$ cat config.mk
export PLATFORM = sky130hd
export DESIGN_NAME = strap_i2c_target
export DESIGN_NICKNAME = d
export VERILOG_FILES = /design/src/rtl/strap_i2c_pkg.sv /design/src/rtl/line_filter.sv /design/src/rtl/cfg_bank.sv /design/src/rtl/strap_i2c_target.sv
export SDC_FILE = /design/constraint.sdc
export NUM_CORES = 1
export LEC_CHECK = 0
export ABC_CLOCK_PERIOD_IN_PS = 2140
export BUFFER_PORTS_ARGS = -buffer_cell sky130_fd_sc_hd__buf_2
export CAP_MARGIN = 0
export CORE_MARGIN = 4
export CORE_UTILIZATION = 45
export CTS_CLUSTER_DIAMETER = 200
export DETAILED_ROUTE_END_ITERATION = 10
export GPL_ROUTABILITY_DRIVEN = 0
export PLACE_DENSITY = 0.68
export SYNTH_ARGS = -nofsm -noshare
export SYNTH_HDL_FRONTEND = slang
export SYNTH_HIERARCHICAL = 1
export SYNTH_SLANG_ARGS = --single-unit
$ cat constraint.sdc
create_clock -name clk -period 2.14 [get_ports clk]
set_input_delay 0.428 -clock clk [delete_from_list [all_inputs] [get_ports clk]]
set_output_delay 0.428 -clock clk [all_outputs]
set_load 0.005 [all_outputs]
$ cat src/rtl/strap_i2c_pkg.sv
package strap_i2c_pkg;

  typedef enum logic [2:0] {
    ST_IDLE, ST_ADDR, ST_AACK, ST_WR, ST_WACK, ST_RD, ST_RACK
  } tgt_state_e;

  // Device address from the two board straps.
  function automatic logic [6:0] strap_dev_addr(input logic s_a0, input logic s_a3);
    return {3'b100, s_a3, 2'b01, ~s_a0};
  endfunction

  // Status byte assembly, MSB first.
  function automatic logic [7:0] status_pack(input logic win, input logic lvl,
                                             input logic car, input logic [3:0] afc,
                                             input logic por);
    return {win, lvl, car, afc, por};
  endfunction

endpackage

$ cat src/rtl/line_filter.sv
module line_filter #(
  parameter int FILT_LEN = 3
) (
  input  logic clk,
  input  logic rst_n,
  input  logic raw,
  output logic clean
);
  localparam int CW = $clog2(FILT_LEN + 1);

  logic          s1, s2;
  logic [CW-1:0] cnt;

  always_ff @(posedge clk or negedge rst_n) begin
    if (!rst_n) begin
      s1    <= 1'b1;
      s2    <= 1'b1;
      clean <= 1'b1;
      cnt   <= '0;
    end else begin
      s1 <= raw;
      s2 <= s1;
      if (s2 == clean) begin
        cnt <= '0;
      end else if (cnt == CW'(FILT_LEN - 1)) begin
        clean <= s2;
        cnt   <= '0;
      end else begin
        cnt <= cnt + 1'b1;
      end
    end
  end
endmodule

$ cat src/rtl/cfg_bank.sv
module cfg_bank #(
  parameter int NUM_REGS = 4,
  parameter int REG_W    = 8,
  localparam int IDX_W   = (NUM_REGS > 1) ? $clog2(NUM_REGS) : 1
) (
  input  logic                      clk,
  input  logic                      rst_n,
  input  logic                      set_ptr,
  input  logic                      wr_en,
  input  logic [REG_W-1:0]          din,
  output logic [IDX_W-1:0]          ptr,
  output logic [NUM_REGS*REG_W-1:0] regs
);
  always_ff @(posedge clk or negedge rst_n) begin
    if (!rst_n)       ptr <= '0;
    else if (set_ptr) ptr <= din[IDX_W-1:0];
    else if (wr_en)   ptr <= ptr + 1'b1;
  end

  for (genvar i = 0; i < NUM_REGS; i++) begin : g_reg
    always_ff @(posedge clk or negedge rst_n) begin
      if (!rst_n)                                  regs[i*REG_W +: REG_W] <= '0;
      else if (wr_en && ptr == IDX_W'(i))          regs[i*REG_W +: REG_W] <= din;
    end
  end
endmodule

$ cat src/rtl/strap_i2c_target.sv
module strap_i2c_target
  import strap_i2c_pkg::*;
#(
  parameter int FILT_LEN = 3,
  parameter int NUM_REGS = 4,
  localparam int IDX_W   = (NUM_REGS > 1) ? $clog2(NUM_REGS) : 1
) (
  input  logic                  clk,
  input  logic                  rst_n,
  input  logic                  scl_i,
  input  logic                  sda_i,
  output logic                  sda_oe,
  input  logic                  strap_a0,
  input  logic                  strap_a3,
  input  logic                  st_afc_win,
  input  logic                  st_if_high,
  input  logic                  st_carrier,
  input  logic [3:0]            st_afc,
  output logic [NUM_REGS*8-1:0] cfg_regs
);
  logic scl_f, sda_f, scl_q, sda_q;

  line_filter #(.FILT_LEN(FILT_LEN)) u_scl_flt (.clk(clk), .rst_n(rst_n), .raw(scl_i), .clean(scl_f));
  line_filter #(.FILT_LEN(FILT_LEN)) u_sda_flt (.clk(clk), .rst_n(rst_n), .raw(sda_i), .clean(sda_f));

  always_ff @(posedge clk or negedge rst_n) begin
    if (!rst_n) begin
      scl_q <= 1'b1;
      sda_q <= 1'b1;
    end else begin
      scl_q <= scl_f;
      sda_q <= sda_f;
    end
  end

  // Named bus events
  logic scl_rise, scl_fall, start_evt, stop_evt;
  assign scl_rise  = scl_f & ~scl_q;
  assign scl_fall  = ~scl_f & scl_q;
  assign start_evt = scl_f & scl_q & sda_q & ~sda_f;
  assign stop_evt  = scl_f & scl_q & ~sda_q & sda_f;

  tgt_state_e       state;
  logic [7:0]       rx, tx;
  logic [3:0]       bitcnt;
  logic             rw, first_byte, mack, por_flag;
  logic [6:0]       my_addr;
  logic [IDX_W-1:0] ptr;

  assign my_addr = strap_dev_addr(strap_a0, strap_a3);

  // Named protocol events
  logic addr_done, addr_hit, wr_done, set_ptr, wr_en, rd_done, rd_load;
  assign addr_done = (state == ST_ADDR) && scl_fall && (bitcnt == 4'd8);
  assign addr_hit  = addr_done && (rx[7:1] == my_addr);
  assign wr_done   = (state == ST_WR) && scl_fall && (bitcnt == 4'd8);
  assign set_ptr   = wr_done && first_byte;
  assign wr_en     = wr_done && !first_byte;
  assign rd_done   = (state == ST_RACK) && scl_rise;
  assign rd_load   = scl_fall && (((state == ST_AACK) && rw) || ((state == ST_RACK) && mack));

  always_ff @(posedge clk or negedge rst_n) begin
    if (!rst_n) begin
      state      <= ST_IDLE;
      rx         <= '0;
      bitcnt     <= '0;
      rw         <= 1'b0;
      first_byte <= 1'b0;
      mack       <= 1'b0;
    end else if (stop_evt) begin
      state <= ST_IDLE;
    end else if (start_evt) begin
      state  <= ST_ADDR;
      bitcnt <= '0;
    end else begin
      unique case (state)
        ST_ADDR: begin
          if (scl_rise && bitcnt < 4'd8) begin
            rx     <= {rx[6:0], sda_f};
            bitcnt <= bitcnt + 4'd1;
          end
          if (addr_done) begin
            state <= addr_hit ? ST_AACK : ST_IDLE;
            rw    <= rx[0];
          end
        end
        ST_AACK: if (scl_fall) begin
          state      <= rw ? ST_RD : ST_WR;
          bitcnt     <= '0;
          first_byte <= 1'b1;
        end
        ST_WR: begin
          if (scl_rise && bitcnt < 4'd8) begin
            rx     <= {rx[6:0], sda_f};
            bitcnt <= bitcnt + 4'd1;
          end
          if (wr_done) state <= ST_WACK;
        end
        ST_WACK: if (scl_fall) begin
          state      <= ST_WR;
          bitcnt     <= '0;
          first_byte <= 1'b0;
        end
        ST_RD: if (scl_fall) begin
          if (bitcnt == 4'd7) state <= ST_RACK;
          else                bitcnt <= bitcnt + 4'd1;
        end
        ST_RACK: begin
          if (scl_rise) mack <= ~sda_f;
          if (scl_fall) begin
            state  <= mack ? ST_RD : ST_IDLE;
            bitcnt <= '0;
          end
        end
        default: ;
      endcase
    end
  end

  // Transmit shadow: captured once per read byte, then only shifted
  always_ff @(posedge clk or negedge rst_n) begin
    if (!rst_n)
      tx <= 8'hFF;
    else if (rd_load)
      tx <= status_pack(st_afc_win, st_if_high, st_carrier, st_afc, por_flag);
    else if (state == ST_RD && scl_fall && bitcnt != 4'd7)
      tx <= {tx[6:0], 1'b1};
  end

  // Sticky power-on flag
  always_ff @(posedge clk or negedge rst_n) begin
    if (!rst_n)       por_flag <= 1'b1;
    else if (rd_done) por_flag <= 1'b0;
  end

  assign sda_oe = (state == ST_AACK) || (state == ST_WACK) || ((state == ST_RD) && !tx[7]);

  cfg_bank #(.NUM_REGS(NUM_REGS), .REG_W(8)) u_bank (
    .clk(clk), .rst_n(rst_n), .set_ptr(set_ptr), .wr_en(wr_en),
    .din(rx), .ptr(ptr), .regs(cfg_regs)
  );
endmodule

==> flow_summary.toml <==
[route]
drc = 0
dr_wl_met2_mm = 2.82
drt_iter0_drc = 100
first_pass_iters = 4
drt-met1-wl_mm = 2.94
wire_per_inst_um = 14.9
top_layer = "met4"
via_per_inst = 5.15
vias = 2105
totalWireLength_mm = 6.09
routed-wl-met3_um = 240
ant_nets = 0

[clocking]
cts_tree = "yes"
cts_buffer_depth = 2
clkLatencyLatePin_ps = 340
ctsHtreeMaxLevel = 3
path_clk_slew_ps = 70
cts_setup_buffers = 0
cts-root-buf = "clkbuf_8"
cts_made_buffers = 9
ctsResizeCount = 0
ctsHoldBuffers = 0
clock-sinks = 73

[finish]
diodes = 0
syn_to_final_growth_pct = 19.9
seq_area_um2 = 1850
drive_gt1_share_pct = 45.7
layout_commonest_cell = "dfrtp_1"
fillerInstances = 572
fin_area_um2 = 3840
multiInputGateArea_um2 = 1310
mostFrequentLayoutCells = "56 x dfrtp_1, 45 x buf_2, 42 x mux2_2"
layout.nets = 327

[min_path]
hp-class = "in -> async"

[setup_path]
critPathMaxStageDelay_ps = 420
r2r-end = "u_bank/regs[11]$_DFFE_PN0P_"
path_cells = "buf_4 > and2b_1 > mux2_2 > buf_2"
worstPathArrival_ps = 1640
cp-start-kind = "register"
rr_worst_depth = 6
critPathRequiredTime_ps = 1710
crit_slowest_cell = "dfrtp_1"
critical_path_class = "reg -> out"
cp_max_fo = 13
worstReg2RegStart = "scl_q$_DFF_PN1_"
cp-end-kind = "primary output"
regToRegSetupSlack_ps = 190

[yosys]
ys_top_cells_by_area = "dfrtp_1 44%, mux2_2 15%, dfstp_2 14%, nand2_1 2.6%, ha_1 2.3%"
synth_seq_area_share_pct = 57.7
netlist_area_um2 = 3200
synthFlopType = "dfrtp_1"
synth.mux.area_fraction_pct = 17.0
syn_inst = 246
yosys_warnings = 6
yosysTopAreaCellShare_pct = 43.8
synthAdderAreaFrac_pct = 2.34
synth_top_cell_by_area = "dfrtp_1"
async_reset_ff_share_pct = 100
synthDistinctLibCells = 50
synth_seq_cells = 73
synth-xor-area-share_pct = 1.64
synth_top_family_by_area = "multiplexers"
synth_edf_count = 0
syn-num-nets = 265
yosys.area_share.simple_pct = 12.4
synth_compound_area_share_pct = 7.34
synth_area_per_cell_um2 = 13.0

[timing]
hold-worst-slack_ps = 109
slew_viol_final = 0
hold_viol = 0
post-route-period-util_pct = 96.8
fin_crit_ps = 2070
tns_ps = 0
max_clock_freq_mhz = 483
rsz0062_at_grt = "false"
setup_viol = 0
slew_headroom_pct = 74.4
tightest_slew_ps = 384
fin_skew_ps = 6.23

[floorplanning]
ios = 46
die_y_um = 92.4
rows = 30
fp.dieW_um = 92.4
core_area_um2 = 6870
die_area_um2 = 8530
initial_utilization_pct = 46.6

[place]
post-dp-hpwl_mm = 4.18
port-buffer-count = 45
placed_area_um2 = 3620

[global_routing]
globalRouteOverflowTotal = 0
antenna_found_initial = 0
grt.total_usage_pct = 15.6
grt_max_degree = 74
grt_first_pass_wirelength_mm = 10.5
grt_pass1_vias = 2144

[power_and_ir_drop]
cellLeakagePower_nw = 1.88
power_density_nw_per_um2 = 1100
irDropWorstVdd_uv = 511

[outcome]
outcome = "complete, no violations"

[flow_run]
maxCapViolations = 0
## stage by stage
stage	instances	worst slack [ps]	util [%]	power (mW)
finish	409	68.5	55.9	4.24
global route	409	0.346	55.9	4.50
detailed placement	393	172	52.7	3.09
CTS	409	49.1	55.9	4.28
floorplan	246	141	-	2.74
global placement	393	203	52.7	3.06
## power breakdown
| part | switching, mW | internal [mW] | total (mW) |
|---|---|---|---|
| Clock | 0.486 | 0.686 | 1.17 |
| Sequential | 0.357 | 1.73 | 2.09 |
| Combinational | 0.485 | 0.492 | 0.977 |
| Total | 1.33 | 2.91 | 4.24 |
## critical path, delay by kind of cell, from the launching register on
kind	cells	cell delay, ps
AND/OR/NAND/NOR	1	250
buffers and inverters	2	350
flip-flops	1	420
multiplexers	1	290
## logic make-up (layout without fill, tap and decap cells)
| kind of cell | Yosys count | in the layout |
|---|---|---|
| XOR/XNOR | 6 | 6 |
| buffers and inverters | 12 | 79 |
| AO/OA/AOI/OAI | 35 | 35 |
| flip-flops | 73 | 73 |
| adder cells (fa/ha/maj) | 6 | 6 |
| multiplexers | 48 | 48 |
| AND/OR/NAND/NOR | 66 | 66 |
## registers in the layout (all words and copies together) (netlist names)
name	flops
u_bank/regs	32
rx	8
tx	8
bitcnt	4
state	3
u_bank/ptr	2
u_scl_flt/cnt	2
u_sda_flt/cnt	2
first_byte	1
mack	1
por_flag	1
rw	1
scl_q	1
sda_q	1
u_scl_flt/clean	1
u_scl_flt/s1	1
u_scl_flt/s2	1
u_sda_flt/clean	1
u_sda_flt/s1	1
u_sda_flt/s2	1
## synth_stat cells, types with 2 or more instances
master	n
dfrtp_1	56
mux2_2	42
nand2_1	22
dfstp_2	17
a22oi_1	7
inv_1	7
ha_1	6
a21oi_1	5
nand3_1	5
nor2_1	5
o21ai_1	5
nand2_2	4
nor3_1	4
o211ai_1	4
o21ai_0	4
xnor2_1	4
clkbuf_1	3
mux2i_1	3
nor4_1	3
and3_1	2
mux2_4	2
nand2b_1	2
nand4b_1	2
nor2b_1	2
nor2b_4	2
nor3b_1	2
o31ai_1	2
xor2_1	2
## metal layers
metal | GRT usage [%] | up-vias
met3 | 4.39 | 9
met2 | 23.3 | 40
li1 | - | 1006
met1 | 21.6 | 1050
met4 | 5.94 | 0
met5 | 0 | -
## how the worst max path moves through the flow
stage | start | end | slack (ps) | cells past startpoint
after floorplan | scl_q$_DFF_PN1_ | u_bank/regs[0]$_DFFE_PN0P_ | 140 | 6
after global placement | scl_q$_DFF_PN1_ | u_bank/regs[14]$_DFFE_PN0P_ | 200 | 6
after detailed placement | scl_q$_DFF_PN1_ | u_bank/regs[11]$_DFFE_PN0P_ | 170 | 6
after CTS | state[0]$_DFFE_PN0P_ | sda_oe | 50 | 4
after global routing | state[0]$_DFFE_PN0P_ | sda_oe | 0.3 | 4
final | state[0]$_DFFE_PN0P_ | sda_oe | 70 | 4
## layout make-up
cell class	instances	share of cell area, %
Tap cell	96	3.13
Inverter	7	0.684
Sequential cell	73	48.1
Timing Repair Buffer	56	8.34
Multi-Input combinational cell	161	34.0
Clock buffer	11	3.68
Clock inverter	5	2.05
(Power assumes the default switching activity.)
